## src/rtl/thr_pkg.sv

```systemverilog
package thr_pkg;

    localparam int unsigned ADDR_W  = 3;
    localparam int unsigned DATA_W  = 32;
    localparam int unsigned REJ_BIT = 31;

    typedef enum logic [ADDR_W-1:0] {
        RA_ARM  = 3'd0,
        RA_FIRE = 3'd1,
        RA_DUR  = 3'd2,
        RA_ISO  = 3'd3,
        RA_STAT = 3'd4
    } reg_addr_e;

    typedef struct packed {
        logic              wr;
        logic [ADDR_W-1:0] addr;
        logic [DATA_W-1:0] data;
    } reg_cmd_t;

    function automatic bit cmd_hits(input reg_cmd_t c, input reg_addr_e a);
        return c.wr && (c.addr == a);
    endfunction

endpackage

```

## src/rtl/thr_channel.sv

```systemverilog
module thr_channel
    import thr_pkg::*;
#(
    parameter int unsigned DUR_W    = 16,
    parameter int unsigned WD_LIMIT = 100000
) (
    input  logic             clk,
    input  logic             rst,
    input  logic             fire_cmd,
    input  logic [DUR_W-1:0] dur,
    input  logic             armed,
    input  logic             iso_ok,
    input  logic             fault_clr,
    output logic             on,
    output logic             fire_st,
    output logic             fault,
    output logic             reject
);
    localparam int unsigned WD_W = $clog2(WD_LIMIT + 1);

    logic             fire_q;
    logic [DUR_W-1:0] cnt_q;
    logic [WD_W-1:0]  wd_q;
    logic             fault_q;
    logic             accept;
    logic             trip;

    assign accept  = fire_cmd && armed && iso_ok && !fault_q && (dur != '0);
    assign on      = fire_q && armed && iso_ok;
    assign trip    = on && (wd_q == WD_W'(WD_LIMIT - 1));
    assign fire_st = fire_q;
    assign fault   = fault_q;
    assign reject  = fire_cmd && !armed;

    always_ff @(posedge clk) begin
        if (rst) begin
            fire_q <= 1'b0;
            cnt_q  <= '0;
        end else if (!armed || !iso_ok || trip) begin
            fire_q <= 1'b0;
        end else if (accept) begin
            fire_q <= 1'b1;
            cnt_q  <= dur;
        end else if (fire_q) begin
            if (cnt_q <= DUR_W'(1)) fire_q <= 1'b0;
            cnt_q <= cnt_q - DUR_W'(1);
        end
    end

    always_ff @(posedge clk) begin
        if (rst || trip || !on) wd_q <= '0;
        else                    wd_q <= wd_q + WD_W'(1);
    end

    always_ff @(posedge clk) begin
        if (rst)            fault_q <= 1'b0;
        else if (trip)      fault_q <= 1'b1;
        else if (fault_clr) fault_q <= 1'b0;
    end

endmodule

```

## src/rtl/thr_regbank.sv

```systemverilog
module thr_regbank
    import thr_pkg::*;
#(
    parameter int unsigned N_THR = 12,
    parameter int unsigned N_ISO = 2,
    parameter int unsigned DUR_W = 16
) (
    input  logic              clk,
    input  logic              rst,
    input  reg_cmd_t          cmd,
    input  logic [N_THR-1:0]  fire_st,
    input  logic [N_THR-1:0]  fault_v,
    input  logic [N_THR-1:0]  reject_v,
    output logic [N_THR-1:0]  arm_q,
    output logic [DUR_W-1:0]  dur_q,
    output logic [N_ISO-1:0]  iso_q,
    output logic              rej_q,
    output logic [N_THR-1:0]  fire_cmd,
    output logic [N_THR-1:0]  fault_clr,
    output logic [DATA_W-1:0] rdata
);
    logic              iso_close;
    logic [DATA_W-1:0] rd_n;
    logic              unused_wdata;

    assign unused_wdata = ^cmd.data;
    assign iso_close    = cmd_hits(cmd, RA_ISO) && !(&cmd.data[N_ISO-1:0]);
    assign fire_cmd     = cmd_hits(cmd, RA_FIRE) ? cmd.data[N_THR-1:0] : '0;
    assign fault_clr    = cmd_hits(cmd, RA_STAT) ? cmd.data[N_THR-1:0] : '0;

    always_ff @(posedge clk) begin
        if (rst || iso_close)          arm_q <= '0;
        else if (cmd_hits(cmd, RA_ARM)) arm_q <= cmd.data[N_THR-1:0];
    end

    always_ff @(posedge clk) begin
        if (rst) begin
            dur_q <= '0;
            iso_q <= '0;
        end else begin
            if (cmd_hits(cmd, RA_DUR)) dur_q <= cmd.data[DUR_W-1:0];
            if (cmd_hits(cmd, RA_ISO)) iso_q <= cmd.data[N_ISO-1:0];
        end
    end

    always_ff @(posedge clk) begin
        if (rst)                                           rej_q <= 1'b0;
        else if (|reject_v)                                rej_q <= 1'b1;
        else if (cmd_hits(cmd, RA_STAT) && cmd.data[REJ_BIT]) rej_q <= 1'b0;
    end

    always_comb begin
        rd_n = '0;
        case (reg_addr_e'(cmd.addr))
            RA_ARM:  rd_n[N_THR-1:0] = arm_q;
            RA_FIRE: rd_n[N_THR-1:0] = fire_st;
            RA_DUR:  rd_n[DUR_W-1:0] = dur_q;
            RA_ISO:  rd_n[N_ISO-1:0] = iso_q;
            RA_STAT: begin
                rd_n[N_THR-1:0] = fault_v;
                rd_n[REJ_BIT]   = rej_q;
            end
            default: rd_n = '0;
        endcase
    end

    always_ff @(posedge clk) begin
        if (rst) rdata <= '0;
        else     rdata <= rd_n;
    end

endmodule

```

## src/rtl/thr_pulse_ctrl.sv

```systemverilog
module thr_pulse_ctrl
    import thr_pkg::*;
#(
    parameter int unsigned N_THR    = 12,
    parameter int unsigned N_ISO    = 2,
    parameter int unsigned DUR_W    = 16,
    parameter int unsigned WD_LIMIT = 100000
) (
    input  logic              clk,
    input  logic              rst,
    input  logic              reg_wr,
    input  logic [ADDR_W-1:0] reg_addr,
    input  logic [DATA_W-1:0] reg_wdata,
    output logic [DATA_W-1:0] reg_rdata,
    output logic [N_THR-1:0]  thr_on,
    output logic [N_ISO-1:0]  iso_open
);
    reg_cmd_t           cmd;
    logic [N_THR-1:0]   arm_q;
    logic [DUR_W-1:0]   dur_q;
    logic [N_ISO-1:0]   iso_q;
    logic               rej_q;
    logic [N_THR-1:0]   fire_cmd;
    logic [N_THR-1:0]   fault_clr;
    logic [N_THR-1:0]   fire_st;
    logic [N_THR-1:0]   fault_v;
    logic [N_THR-1:0]   reject_v;
    logic               iso_ok;

    assign cmd      = '{wr: reg_wr, addr: reg_addr, data: reg_wdata};
    assign iso_ok   = &iso_q;
    assign iso_open = iso_q;

    thr_regbank #(.N_THR(N_THR), .N_ISO(N_ISO), .DUR_W(DUR_W)) u_regs (
        .clk       (clk),
        .rst       (rst),
        .cmd       (cmd),
        .fire_st   (fire_st),
        .fault_v   (fault_v),
        .reject_v  (reject_v),
        .arm_q     (arm_q),
        .dur_q     (dur_q),
        .iso_q     (iso_q),
        .rej_q     (rej_q),
        .fire_cmd  (fire_cmd),
        .fault_clr (fault_clr),
        .rdata     (reg_rdata)
    );

    for (genvar i = 0; i < N_THR; i++) begin : g_ch
        thr_channel #(.DUR_W(DUR_W), .WD_LIMIT(WD_LIMIT)) u_ch (
            .clk       (clk),
            .rst       (rst),
            .fire_cmd  (fire_cmd[i]),
            .dur       (dur_q),
            .armed     (arm_q[i]),
            .iso_ok    (iso_ok),
            .fault_clr (fault_clr[i]),
            .on        (thr_on[i]),
            .fire_st   (fire_st[i]),
            .fault     (fault_v[i]),
            .reject    (reject_v[i])
        );
    end

endmodule

```

## config.mk

```make
export PLATFORM = sky130hd
export DESIGN_NAME = thr_pulse_ctrl
export DESIGN_NICKNAME = d
export VERILOG_FILES = /design/src/rtl/thr_pkg.sv /design/src/rtl/thr_channel.sv /design/src/rtl/thr_regbank.sv /design/src/rtl/thr_pulse_ctrl.sv
export SDC_FILE = /design/constraint.sdc
export NUM_CORES = 1
export LEC_CHECK = 0
export ABC_AREA = 1
export ABC_CLOCK_PERIOD_IN_PS = 2600
export CORE_UTILIZATION = 50
export CTS_BUF_LIST = sky130_fd_sc_hd__clkbuf_8
export DETAILED_ROUTE_END_ITERATION = 10
export PLACE_DENSITY = 0.67
export SKIP_CTS_REPAIR_TIMING = 1
export SLEW_MARGIN = 40
export SYNTH_ARGS = -nofsm -noshare
export SYNTH_HDL_FRONTEND = slang
export SYNTH_SLANG_ARGS = --single-unit
```

## constraint.sdc

```tcl
create_clock -name clk -period 2.6 [get_ports clk]
set_input_delay 0.52 -clock clk [delete_from_list [all_inputs] [get_ports clk]]
set_output_delay 0.52 -clock clk [all_outputs]
set_load 0.1 [all_outputs]
```

Word-level counts from Yosys, hierarchy flattened

Cells that the tools add are included.
Widths: inputs -> output; s select.

Add/subtract/negate cells: 24
Magnitude comparators: 12
Equal/unequal tests: 16
Mux-type cells: 90
Bitwise gates (word level): 14
Reduce and logical (&&, ||, !) cells: 246

Operators with widths:

| kind                  | count |
|---|---|
| $mux 16               | 24 |
| $add 17x1->17 const B | 12 |
| $eq 17x17->1 const B  | 12 |
| $le 16x1->1 const B   | 12 |
| $sub 16x1->16 const B | 12 |
| $logic_and 1x1->1     | 103 |
| $mux 1                | 62 |
| $reduce_bool 2->1     | 25 |
| $logic_or 1x1->1      | 49 |
| $pmux 10 s4           | 1 |
| $logic_not 1->1       | 38 |
| $reduce_and 2->1      | 14 |
| $reduce_or 2->1       | 14 |
| $mux 12               | 2 |
| $reduce_bool 16->1    | 1 |
| $not 1->1             | 14 |
| $reduce_or 12->1      | 1 |
| $pmux 2 s5            | 1 |
| $eq 3x2->1 const B    | 2 |
| $eq 3x1->1 const B    | 1 |
| $eq 3x3->1 const B    | 1 |
| $logic_not 3->1       | 1 |

Register bits after elaboration: 483
Word-level logic and storage cells: 458

Depth between registers and ports, before layout

Gate-level depths: netlist of the first run.

Word-level depth: 9
Depth in mapped cells: 14
Depth with buffers taken out: 12

Modules after synthesis

Synthesis of the first run repeated with hierarchy kept, for this count alone.

Cell total of the unflattened synthesis: 4735
Area total of the unflattened synthesis: 29444.5 um^2

By module, submodules not included:

| module                         | instances | cells an instance | area each (um^2) | sequential area each (um^2) |
|---|---|---|---|---|
| thr_channel (g_ch[0].u_ch ...) | 11        | 363               | 2252.2           | 700.7 |
| thr_regbank                    | 1         | 378               | 2483.6           | 960.9 |
| thr_channel (g_ch[9].u_ch)     | 1         | 362               | 2179.6           | 700.7 |
| thr_pulse_ctrl                 | 1         | 2                 | 7.5              | 0.0 |

Worst setup path before layout of the first run

OpenSTA, ideal clock, no wires.

Kind: register to register
From: register u_regs.iso_q[0]
To: register g_ch[8].u_ch.cnt_q[8]
Library setup time: 0.115 ns
Data arrival time: 2.440 ns
Required time: 2.485 ns
Setup slack: 0.045 ns
Cell stages (with the launch flop): 13
Period minus slack after synthesis: 2.555 ns
Path through: dfxtp_1 > buf_2 > nand2_4 > buf_8 > nor2_4 > nand2_2 > nor2_4 > nand2_8 > nand2_2 > nand2_4 > buf_6 > o21bai_1 > nand2_1

Word-level cells in the longest chain between the ends: 6

Ends and longest elaborated chain:

| element                                                         | line                                 | RTL |
|---|---|---|
| start, declared                                                 | thr_regbank.sv:16                    | `output logic [N_ISO-1:0] iso_q,` |
| start signal, assigned                                          | thr_regbank.sv:42                    | `if (cmd_hits(cmd, RA_ISO)) iso_q <= cmd.data[N_ISO-1:0];` |
| $reduce_and 2->1 (*)                                            | thr_pulse_ctrl.sv:31                 | `assign iso_ok = &iso_q;` |
| $logic_and 1x1->1 (tied with other cells) (2 in a row)          | thr_channel.sv:28                    | `assign accept = fire_cmd && armed && iso_ok && !fault_q && (dur != '0);` |
| $logic_and 1x1->1 or $logic_or 1x1->1 (tied branches)           | thr_channel.sv:28, thr_channel.sv:39 |  |
| $reduce_bool 2->1 (no source line) or $not 1->1 (tied branches) | n/a                                  |  |
| $reduce_and 2->1 (no source line)                               | n/a                                  |  |
| end signal, assigned                                            | thr_channel.sv:43                    | `cnt_q <= dur;` |
| end signal, assigned                                            | thr_channel.sv:46                    | `cnt_q <= cnt_q - DUR_W'(1);` |
| end, declared                                                   | thr_channel.sv:22                    | `logic [DUR_W-1:0] cnt_q;` |

Mark *: on every way between the ends. The rest lies on a longest branch, timed or not.
A chain may end at the register's enable or synchronous reset.

Worst setup path in the final report of the first run

From: register u_regs.iso_q[0]
To: output thr_on[5]

Word-level cells in the longest chain between the ends: 2

Ends and longest elaborated chain:

| element           | line                 | RTL |
|---|---|---|
| $reduce_and 2->1  | thr_pulse_ctrl.sv:31 |  |
| $logic_and 1x1->1 | thr_channel.sv:29    | `assign on = fire_q && armed && iso_ok;` |
| end, declared     | thr_pulse_ctrl.sv:15 | `output logic [N_THR-1:0] thr_on,` |

Every way passes these cells.

==> results by group, run 1 <==
Logic synthesis
  – Seq/Total Area, Yosys: between 30 and 40%
  – Dominant cells by area after synthesis: dfxtp_1 (35%), nand2_1 (15%), nor2_1 (11%), inv_1 (5.6%), xor2_1 (4.1%)
  – Seq cells post-synth: approximately 470
  – Distinct cells, synth: 51
  – Mean post-synth cell area: approximately 6.4 sq um
  – EDFF count, synth: 0
  – YS warnings: 0
  – Post-synth top area share: between 30 and 40%
  – Area leader, netlist: dfxtp_1
  – Mapped cell area: roughly 0.027 sq mm
  – Main synth FF type: dfxtp_1
  – Cells after Synth: ~4200
  – Fraction of registers with async set/reset: 0%

Global routing
  – GRT Util Overall: between 20% and 30%
  – Largest net degree at the start of global routing: just under 80
  – GRT Residual Overflow: 0
  – Initial antenna violation count: 5
  – Global-route wire length before repair: between 100000 and 150000 um
  – Vias in the first global route: ~23000

Floorplanning
  – Chip Width: 235 um
  – Row Count: between 80 and 90
  – IO Count: 84
  – Core ar.: about 0.053 sq mm
  – Effective utilization at floorplan: 51.0%
  – Die footprint: roughly 0.055 sq mm
  – Die Ht: ~230 um

Cells and area
  – Fill count: about 5300
  – Fraction of layout cells with a size suffix above 1: 9.08%
  – Commonest non-fill, non-tap cell in the layout: nand2_1
  – Final instance area: 0.0306 sq mm
  – Final Core Density: between 50% and 60%
  – P&R area growth vs syn: 13.1%
  – Final nets: roughly 4400
  – Most frequent cells in the layout: nand2_1 (1098), nor2_1 (825), dfxtp_1 (466), inv_1 (431), o21ai_0 (221)

Power and ir drop
  – Worst-case vdd ir drop: approximately 0.00046 V
  – Comb power frac: approximately 4.3%
  – Leak: ~13 nW
  – Switch Pwr: 3.67 mW
  – Share of power burned in registers: between 40% and 50%
  – Power per cell area: 486 mW/mm^2
  – Switching Share: around a quarter
  – Internal power: approximately 11 mW
  – Clock power frac: a little under half

Route
  – Detailed-route via count: 26100
  – Total Wirelength: between 70000 and 80000 um
  – Wire per inst: approximately 15 um
  – 1st-iter DRT viols: ~2000
  – Via density: ~5.1
  – DRC Markers: 0
  – DRT Pass-1 Iters: 5
  – Detail Route Antenna Nets: 0

Clock tree
  – Clock Sinks: 468
  – Clock Tree Buf Depth: 3
  – Clock tree from TritonCTS: yes
  – Clk_lat worst skew: roughly 0.7 ns
  – CTS Root Cell: clkbuf_8
  – Total CTS buffers: 84
  – Worst-path clk slew: 0.06 ns
  – H-tree lvl count: 3

Status
  – Outcome: finished, final reports clean

Placement
  – Placed cell areas: 0.0289 sq mm
  – Post-DP HPWL: about 52000 um
  – GPL Wtd Cong: between 0.9 and 1
  – Input/output buffers: 53

STA
  – Setup violations, final: 0
  – Final hold vios: 0
  – Fin. max-slew vios: 0
  – Highest clock rate: 394 MHz
  – Clock skew: 0.0350 ns
  – Slew at the pin with the worst max-slew slack: 0.591 ns
  – Max_slew headroom: a little over 60%
  – Minimum clock period: 2.54 ns
  – Final worst path period share: between 90% and 100%
  – RSZ-0062 raised after global routing: no

Critical path
  – Critical path peak fanout: 17
  – Critical path class: register to output port
  – Critical path arrival: 2.02 ns
  – Startpoint Class: register
  – Critical path endpoint category: output port
  – CP Data Required Time: ~2.1 ns

Worst hold path
  – Worst hold path type: primary input to register

Job
  – Total of max-cap violations: 0
critical path, stage by stage (launching register included):
cell	delay, ns
dfxtp_2	0.43
nand2_8	0.20
nor3_2	0.44
buf_12	0.24
cell families (layout without fill, tap and decap cells):
family | Yosys count | after routing | share of synthesized area [%]
other | 1 | 17 | 0.0139
flip-flops | 468 | 468 | 34.6
buffers and inverters | 582 | 754 | 9.41
AND/OR/NAND/NOR | 2478 | 2478 | 39.5
adder cells (fa/ha/maj) | 36 | 36 | 1.67
XOR/XNOR | 153 | 153 | 4.96
AO/OA/AOI/OAI | 499 | 499 | 9.85
flip-flops by register name, summed over array words and instances, names as in the netlist:
register,count
u_regs.rdata,17
g_ch.u_ch.wd_q,204
u_regs.dur_q,16
g_ch.u_ch.fault,12
u_regs.iso_q,2
g_ch.u_ch.fire_st,12
g_ch.u_ch.cnt_q,192
u_regs.rej_q,1
u_regs.arm_q,12
stage by stage:
step	setup WS (ns)	hold WS [ns]	cells	power, mW	setup TNS, ns
floorplan	0.0451	0.417	4231	7.73	0
global placement	0.122	0.428	4944	7.98	0
detailed placement	0.0780	0.437	4944	7.98	0
finish	0.0637	0.270	5093	14.9	0
CTS	-0.195	0.228	5091	15.0	-0.550
global route	0.0602	0.234	5093	15.4	0
cell usage after synthesis, drive strengths merged (3+ instances only):
| master | number |
|---|---|
| nand2 | 1134 |
| nor2 | 855 |
| dfxtp | 468 |
| inv | 417 |
| o21ai | 236 |
| a21oi | 210 |
| nand3 | 188 |
| xor2 | 127 |
| buf | 104 |
| nor3 | 101 |
| nand4 | 92 |
| clkbuf | 59 |
| nand3b | 55 |
| ha | 36 |
| xnor2 | 26 |
| nor3b | 23 |
| o22ai | 19 |
| nor4 | 17 |
| a221oi | 10 |
| a31oi | 9 |
| or2 | 9 |
| o2111ai | 4 |
| a211oi | 3 |
| a21boi | 3 |
| and2 | 3 |
cell type report:
class	instances	area [sq um]	area share [%]
antenna	2	5.00	0.0164
clock buffer	106	1460	4.77
sequential	468	9370	30.7
inverter	419	1580	5.16
tap	688	861	2.82
clock inverter	41	239	0.782
multi-input combinational	3181	15200	49.7
timing repair buffer	188	1860	6.10
power groups by stage:
| stage | registers (mW) | logic [mW] | clock network [mW] |
|---|---|---|---|
| after floorplan | 7.37 | 0.358 | 0 |
| after global placement | 7.36 | 0.616 | 0 |
| after detailed placement | 7.36 | 0.618 | 0 |
| after CTS | 7.21 | 0.619 | 7.21 |
| after global routing | 7.20 | 0.648 | 7.52 |
| final | 7.21 | 0.633 | 7.01 |
final timing paths:
path	end	slack, ns	from	cells past startpoint
min reg2reg	g_ch[6].u_ch.wd_q[0]	0.44	g_ch[6].u_ch.wd_q[0]	1
min	u_regs.iso_q[0]	0.27	rst	3
max	thr_on[5]	0.06	u_regs.iso_q[0]	3
max reg2reg	g_ch[5].u_ch.wd_q[2]	0.28	u_regs.iso_q[0]	7
metal layers:
layer / vias up / global-route usage (%) / wire length, um
met4: 2 / 11.0 / 2750
met3: 167 / 4.94 / 4700
met1: 11600 / 34.6 / 33400
li1: 13600 / - / -
met2: 675 / 44.3 / 33800
met5: - / 0 / 10
No activity file was read; power rests on OpenSTA's default activity.
==> run 2, diff against run 1 <==
--- a/config.mk
+++ b/config.mk
@@ -15,4 +15,5 @@
 export SLEW_MARGIN = 40
 export SYNTH_ARGS = -nofsm -noshare
 export SYNTH_HDL_FRONTEND = slang
+export SYNTH_HIERARCHICAL = 1
 export SYNTH_SLANG_ARGS = --single-unit
==> run 2 against run 1 <==
  * First-iteration DRC count is 8.5% higher
  * Sequential power hardly changed
  * Sequential cell count is the same
  * Cell count rose by 13%
  * Critical path type unchanged
  * Largest cell class unchanged
==> results by group, run 2 <==
Critical path
  – Critical path endpoint category: output port (unchanged)
  – CP cell instances: nand2_1, clkinvlp_4, buf_4, nand3_2, inv_1, buf_12 (was nand2_8, nor3_2, buf_12)
  – CP startpoint: u_regs/iso_q[0] (was u_regs.iso_q[0])
  – Delay-heaviest family, CP: buffers and inverters (was simple AND/OR/NAND/NOR gates)
  – Critical path peak fanout: 6 (was 17)
  – Critical path arrival: 2.00 ns (was 2.02 ns)
  – Worst r2r src: u_regs/iso_q[0] (was u_regs.iso_q[0])
  – Critical path class: register to output port (unchanged)
  – CP Data Required Time: 2.08 ns (about the same)
  – Startpoint Class: register (unchanged)
  – Slowest Stage Delay on Critical Path: 0.33 ns (was 0.44 ns)
  – Critical Path Slowest Stage Cell: dfxtp_2 (was nor3_2)
  – CP bufs+invs: 4 (was 1)

Placement
  – Place WS: -0.0952 ns (was 0.0780 ns)
  – Input/output buffers: 53 (unchanged)
  – Post-DP HPWL: 56300 um (was 52200 um)
  – GPL Wtd Cong: 0.934 (was 0.916)

Cells and area
  – Commonest non-fill, non-tap cell in the layout: nand2_1 (unchanged)
  – Fraction of layout cells with a size suffix above 1: 13.0% (was 9.08%)
  – Most frequent cells in the layout: nand2_1 (1508), nor2_1 (954), inv_1 (533), dfxtp_1 (466), nand3_1 (188) (was nand2_1 (1098), nor2_1 (825), dfxtp_1 (466), inv_1 (431), o21ai_0 (221))
  – Final nets: 4976 (was 4416)
  – Largest register FFs: 204 (unchanged)
  – Largest regs: g_ch.u_ch/wd_q (204), g_ch.u_ch/cnt_q (192), u_regs/rdata (17) (was g_ch.u_ch.wd_q (204), g_ch.u_ch.cnt_q (192), u_regs.rdata (17))
  – Largest Register: g_ch.u_ch/wd_q (was g_ch.u_ch.wd_q)
  – P&R area growth vs syn: 12.2% (was 13.1%)

Clock tree
  – Worst-path clk slew: 0.06 ns (about the same)
  – CTS Root Cell: clkbuf_8 (unchanged)
  – Clock Tree Buf Depth: 3 (unchanged)
  – Total CTS buffers: 86 (was 84)
  – H-tree lvl count: 3 (unchanged)
  – Clock Sinks: 468 (unchanged)
  – Clock tree from TritonCTS: yes (unchanged)
  – Clk_lat worst skew: 0.69 ns (was 0.70 ns)

Logic synthesis
  – Distinct cells, synth: 35 (was 51)
  – Area leader, netlist: dfxtp_1 (unchanged)
  – EDFF count, synth: 0 (unchanged)
  – Main synth FF type: dfxtp_1 (unchanged)
  – Count leader, synth: nand2_1 (unchanged)
  – Cells after Synth: 4735 (was 4217)
  – Commonest cells post-synth: nand2_1 (1508), nor2_1 (954), inv_1 (512) (was nand2_1 (1098), nor2_1 (827), dfxtp_1 (468))
  – Seq/Total Area, Yosys: 31.8% (was 34.6%)
  – Dominant cells by area after synthesis: dfxtp_1 (32%), nand2_1 (19%), nor2_1 (12%), inv_1 (6.5%), nand3_1 (3.4%) (was dfxtp_1 (35%), nand2_1 (15%), nor2_1 (11%), inv_1 (5.6%), xor2_1 (4.1%))
  – Seq cells post-synth: 468 (unchanged)
  – Post-synth top area share: 31.8% (was 34.6%)
  – YS warnings: 6 (was 0)
  – Fraction of registers with async set/reset: 0% (unchanged)
  – Mapped cell area: 0.0294 sq mm (was 0.0270 sq mm)
  – Mean post-synth cell area: 6.22 sq um (was 6.41 sq um)

Route
  – Total Wirelength: 79800 um (was 74600 um)
  – DRC Markers: 0 (unchanged)
  – Wire per inst: 13.9 um (was 14.7 um)
  – 1st-iter DRT viols: 2210 (was 2036)
  – Detailed-route via count: 28600 (was 26100)
  – DRT Pass-1 Iters: 6 (was 5)
  – Via density: 4.99 (was 5.13)
  – Detail Route Antenna Nets: 0 (unchanged)

Status
  – Outcome: finished, final reports clean (unchanged)

STA
  – Final Hold Slack: 0.276 ns (was 0.270 ns)
  – Minimum clock period: 2.52 ns (was 2.54 ns)
  – Fin. max-slew vios: 0 (unchanged)
  – Worst setup margin: 0.0814 ns (was 0.0637 ns)
  – Final hold vios: 0 (unchanged)
  – Setup violations, final: 0 (unchanged)
  – Slew at the pin with the worst max-slew slack: 0.697 ns (was 0.591 ns)
  – Max_slew headroom: 53.6% (was 60.3%)
  – Highest clock rate: 397 MHz (was 394 MHz)
  – RSZ-0062 raised after global routing: yes (was no)
  – Clock skew: 0.0387 ns (was 0.0350 ns)
  – Final worst path period share: 96.9% (was 97.6%)

Worst hold path
  – Min-delay src: rst (unchanged)
  – Worst hold path type: primary input to register (unchanged)

Global routing
  – GRT Util Overall: 26.7% (was 27.0%)
  – GRT Residual Overflow: 0 (unchanged)
  – Global-route wire length before repair: 131000 um (was 119000 um)
  – Largest net degree at the start of global routing: 46 (was 78)
  – Initial antenna violation count: 3 (was 5)
  – Vias in the first global route: 26100 (was 23300)

Power and ir drop
  – Worst-case vdd ir drop: 0.000376 V (was 0.000456 V)
  – Power per cell area: 458 mW/mm^2 (was 486 mW/mm^2)
  – Leak: 14.3 nW (was 13.4 nW)

Floorplanning
  – Die footprint: 0.0599 sq mm (was 0.0550 sq mm)
  – Row Count: 88 (was 84)
  – Die Ht: 245 um (was 235 um)
  – Core ar.: 0.0579 sq mm (was 0.0530 sq mm)
  – IO Count: 84 (unchanged)
  – Effective utilization at floorplan: 50.8% (was 51.0%)
  – Chip Width: 245 um (was 235 um)

Job
  – Total of max-cap violations: 0 (unchanged)
run 2: cell types whose count changed in the layout (fill, tap and decap cells not counted), sizes merged, moves of 19 or more:
| cell | delta |
|---|---|
| nand4 | -53 |
| nand3b | -43 |
| a21oi | +66 |
| inv | +108 |
| nor2 | +142 |
| nand3 | +47 |
| xor2 | -19 |
| o21ai | -103 |
| o22ai | -19 |
| nor3 | -41 |
| nand2 | +502 |
run 2: cell families (layout without fill, tap and decap cells):
kind of cell	count (synthesis)	count (layout)	synth area share, %
other cells	1	18	0.0127
fa+ha+maj	36	36	1.53
buf+inv	649	866	10.4
simple gates	3027	3027	43.8
compound gates	422	422	8.60
flops	468	468	31.8
xor+xnor	132	132	3.93
run 2: worst paths after layout:
path | to | slack (ns) | depth (start not counted)
worst min register to register | g_ch[3].u_ch/wd_q[0] | 0.44 | 1
worst max-delay path | thr_on[3] | 0.08 | 6
worst min-delay path | g_ch[10].u_ch/cnt_q[13] | 0.28 | 2
worst max register to register | g_ch[5].u_ch/wd_q[3] | 0.39 | 10
run 2: report_power, final:
group          internal (mW)  switching (mW)  total [mW]
logic                  0.185           0.525       0.709
registers               7.19          0.0278        7.22
clock network           4.00            3.21        7.21
run 2: metrics by stage:
step                instance area (sq um)  TNS (ns)  total power [mW]  cells  util [%]
CTS                                 33000    -0.842              15.3   5731      56.9
global placement                    31200    -0.934              8.06   5579      53.9
detailed placement                  31200     -4.05              8.07   5579      53.9
global route                        33000   -0.0163              15.7   5732      57.0
finish                              33000         0              15.1   5734      57.0
floorplan                           29500         0              7.80   4749         -
run 2: cell type report:
cell class	instances	area, sq um
Sequential cell	468	9370
Timing Repair Buffer	183	1800
Clock inverter	38	198
Fill cell	5907	24900
Multi-Input combinational cell	3632	17100
Tap cell	765	957
Clock buffer	114	1570
Inverter	531	2000
Antenna cell	3	7.51
run 2: metal layers:
layer / up-vias / wire, um / track usage, %
li1: 14900 / - / -
met1: 12800 / 36900 / 35.6
met2: 745 / 34700 / 42.6
met3: 178 / 5490 / 5.42
met4: 2 / 2650 / 9.52
met5: - / 18 / 0
==> run 3, diff against run 2 <==
--- a/config.mk
+++ b/config.mk
@@ -6,7 +6,7 @@
 export NUM_CORES = 1
 export LEC_CHECK = 0
 export ABC_AREA = 1
-export ABC_CLOCK_PERIOD_IN_PS = 2600
+export ABC_CLOCK_PERIOD_IN_PS = 2750
 export CORE_UTILIZATION = 50
 export CTS_BUF_LIST = sky130_fd_sc_hd__clkbuf_8
 export DETAILED_ROUTE_END_ITERATION = 10
==> constraint.sdc (replaced) <==
create_clock -name clk -period 2.75 [get_ports clk]
set_input_delay 0.55 -clock clk [delete_from_list [all_inputs] [get_ports clk]]
set_output_delay 0.55 -clock clk [all_outputs]
set_load 0.1 [all_outputs]
==> run 3 against run 2 <==
  * Count of clock-buffer cells in the layout is 14 lower
  * Combinational power decreased by 8.5%
  * Cell count shrank 0.59%
  * Worst setup slack improved by 0.034 ns
  * Cell area fell by 1.1%
  * Non-clock buffer count is 30 lower
  * Sequential power shrank 5.4%
  * Clock power fell by 6.9%
==> results by group, run 3 (synthesis results as in run 2) <==
Status
  – Outcome: finished, final reports clean (unchanged)

Route
  – Detailed-route via count: 28400 (was 28600)
  – DRT Pass-1 Iters: 6 (unchanged)
  – Via density: 4.98 (was 4.99)
  – Total Wirelength: 79200 um (was 79800 um)
  – 1st-iter DRT viols: 2169 (was 2210)
  – Detail Route Antenna Nets: 0 (unchanged)
  – DRC Markers: 0 (unchanged)
  – Wire per inst: 13.9 um (about the same)

STA
  – RSZ-0062 raised after global routing: no (was yes)
  – Minimum clock period: approximately 2.6 ns
  – Clock skew: 0.0413 ns (was 0.0387 ns)
  – Final worst path period share: a little over nine tenths
  – Max_slew headroom: 58.0% (was 53.6%)
  – Highest clock rate: roughly 380 MHz
  – Final hold vios: 0 (unchanged)
  – Slew at the pin with the worst max-slew slack: 0.629 ns (was 0.697 ns)
  – Fin. max-slew vios: 0 (unchanged)
  – Setup violations, final: 0 (unchanged)

Power and ir drop
  – Leak: 14.1 nW (was 14.3 nW)
  – Power per cell area: 434 mW/mm^2 (was 458 mW/mm^2)
  – Worst-case vdd ir drop: 0.000339 V (was 0.000376 V)
  – Total Power: 14.2 mW (was 15.1 mW)

Floorplanning
  – Die Ht: 245 um (unchanged)
  – Core ar.: 0.0579 sq mm (unchanged)
  – Row Count: 88 (unchanged)
  – Effective utilization at floorplan: 50.8% (unchanged)
  – IO Count: 84 (unchanged)
  – Die footprint: 0.0599 sq mm (unchanged)
  – Chip Width: 245 um (unchanged)

Clock tree
  – Clock Tree Buf Depth: 3 (unchanged)
  – H-tree lvl count: 3 (unchanged)
  – Worst-path clk slew: 0.07 ns (was 0.06 ns)
  – Clock Sinks: 468 (unchanged)
  – Clock tree from TritonCTS: yes (unchanged)
  – Clk_lat worst skew: 0.71 ns (was 0.69 ns)
  – CTS Root Cell: clkbuf_8 (unchanged)
  – Total CTS buffers: 88 (was 86)

Placement
  – GPL Wtd Cong: 0.951 (was 0.934)
  – Input/output buffers: 53 (unchanged)
  – Placed Cells: 5549 (was 5579)
  – Post-DP HPWL: 54700 um (was 56300 um)

Critical path
  – Critical path endpoint category: output port (unchanged)
  – Critical path arrival: 2.08 ns (was 2.00 ns)
  – Worst R2R Setup Slack: 0.52 ns (was 0.39 ns)
  – Slowest Stage Delay on Critical Path: 0.36 ns (was 0.33 ns)
  – Critical path peak fanout: 18 (was 6)
  – CP cell instances: nand2_1, inv_1, buf_4, nand3_1, inv_1, buf_12 (was nand2_1, clkinvlp_4, buf_4, nand3_2, inv_1, buf_12)
  – Worst r2r src: u_regs/iso_q[0] (unchanged)
  – Startpoint Class: register (unchanged)
  – CP Data Required Time: 2.20 ns (was 2.08 ns)
  – Delay-heaviest family, CP: buffers and inverters (unchanged)
  – Critical path class: register to output port (unchanged)
  – CP bufs+invs: 4 (unchanged)
  – Most used cell, CP: inv_1
  – Reg2reg end: g_ch[9].u_ch/cnt_q[15] (was g_ch[5].u_ch/wd_q[3])
  – Worst r2r path cells: 11 (was 10)
  – Critical Path Slowest Stage Cell: dfxtp_2 (unchanged)

Cells and area
  – P&R area growth vs syn: 11.0% (was 12.2%)
  – Largest register FFs: 204 (unchanged)
  – Largest regs: g_ch.u_ch/wd_q (204), g_ch.u_ch/cnt_q (192), u_regs/rdata (17) (unchanged)
  – Commonest non-fill, non-tap cell in the layout: nand2_1 (unchanged)
  – Non-filler cells, final: 5700 (was 5734)
  – Fraction of layout cells with a size suffix above 1: 12.1% (was 13.0%)
  – Most frequent cells in the layout: nand2_1 (1508), nor2_1 (954), inv_1 (539), dfxtp_1 (466), nand3_1 (197) (was nand2_1 (1508), nor2_1 (954), inv_1 (533), dfxtp_1 (466), nand3_1 (188))
  – Final nets: 4948 (was 4976)
  – Largest Register: g_ch.u_ch/wd_q (unchanged)

Worst hold path
  – Worst hold path cell count: 2 (unchanged)
  – Min-delay src: rst (unchanged)
  – End of the worst hold path: g_ch[8].u_ch/cnt_q[7] (was g_ch[10].u_ch/cnt_q[13])
  – Worst hold path type: primary input to register (unchanged)

Global routing
  – Global-route wire length before repair: 130000 um (was 131000 um)
  – Largest net degree at the start of global routing: 49 (was 46)
  – GRT Residual Overflow: 0 (unchanged)
  – Initial antenna violation count: 3 (unchanged)
  – Vias in the first global route: 25600 (was 26100)
  – GRT Util Overall: 26.5% (was 26.7%)

Job
  – Total of max-cap violations: 0 (unchanged)
-- run 3: power by group --
group | total, mW | switching [mW] | leakage [nW] | internal [mW]
logic | 0.649 | 0.487 | 9.37 | 0.162
registers | 6.83 | 0.0271 | 3.77 | 6.80
clock network | 6.71 | 3.03 | 0.986 | 3.68
-- run 3: per-layer routing --
layer | global-route usage (%) | up-vias | part of all wire, %
met5 | 0 | - | 0.018
met1 | 35.3 | 12600 | 46
met3 | 5.45 | 154 | 6.8
met2 | 42.0 | 687 | 44
met4 | 9.91 | 2 | 3.2
li1 | - | 14900 | -
-- run 3: how the worst max path moves through the flow --
stage	cells past startpoint	slack, ns	from	endpoint
4_1_cts	6	-0.03	u_regs/iso_q[0]	thr_on[4]
3_3_place_gp	15	0.03	reg_addr[2]	g_ch[0].u_ch/cnt_q[8]
3_5_place_dp	14	0.02	reg_addr[0]	g_ch[0].u_ch/cnt_q[8]
2_1_floorplan	4	0.28	u_regs/iso_q[0]	thr_on[0]
6_report	6	0.12	u_regs/iso_q[0]	thr_on[11]
5_1_grt	6	0.009	u_regs/iso_q[0]	thr_on[9]
-- run 3: worst register-to-register path, delay by kind of cell (launching register included) --
| kind | cells | cell delay (ns) |
|---|---|---|
| simple gates | 7 | 1.23 |
| buf+inv | 3 | 0.39 |
| flops | 1 | 0.36 |
| compound gates | 1 | 0.15 |
-- run 3: area by class of cell --
class,count,area (sq um)
multi-input combinational,3632,17100
timing repair buffer,153,1550
inverter,531,2000
clock buffer,100,1380
tap,765,957
clock inverter,49,335
antenna,2,5.00
sequential,468,9370
fill,5874,25200
-- run 3: per-stage QoR --
stage / hold slack [ns] / worst slack (ns) / util, % / instance area (sq um) / setup TNS, ns
global route: 0.348 / 0.00945 / 56.4 / 32700 / 0
finish: 0.369 / 0.115 / 56.4 / 32700 / 0
floorplan: 0.417 / 0.278 / - / 29500 / 0
detailed placement: 0.435 / 0.0199 / 53.4 / 30900 / 0
CTS: 0.324 / -0.0268 / 56.4 / 32700 / -0.0268
global placement: 0.428 / 0.0313 / 53.4 / 30900 / 0
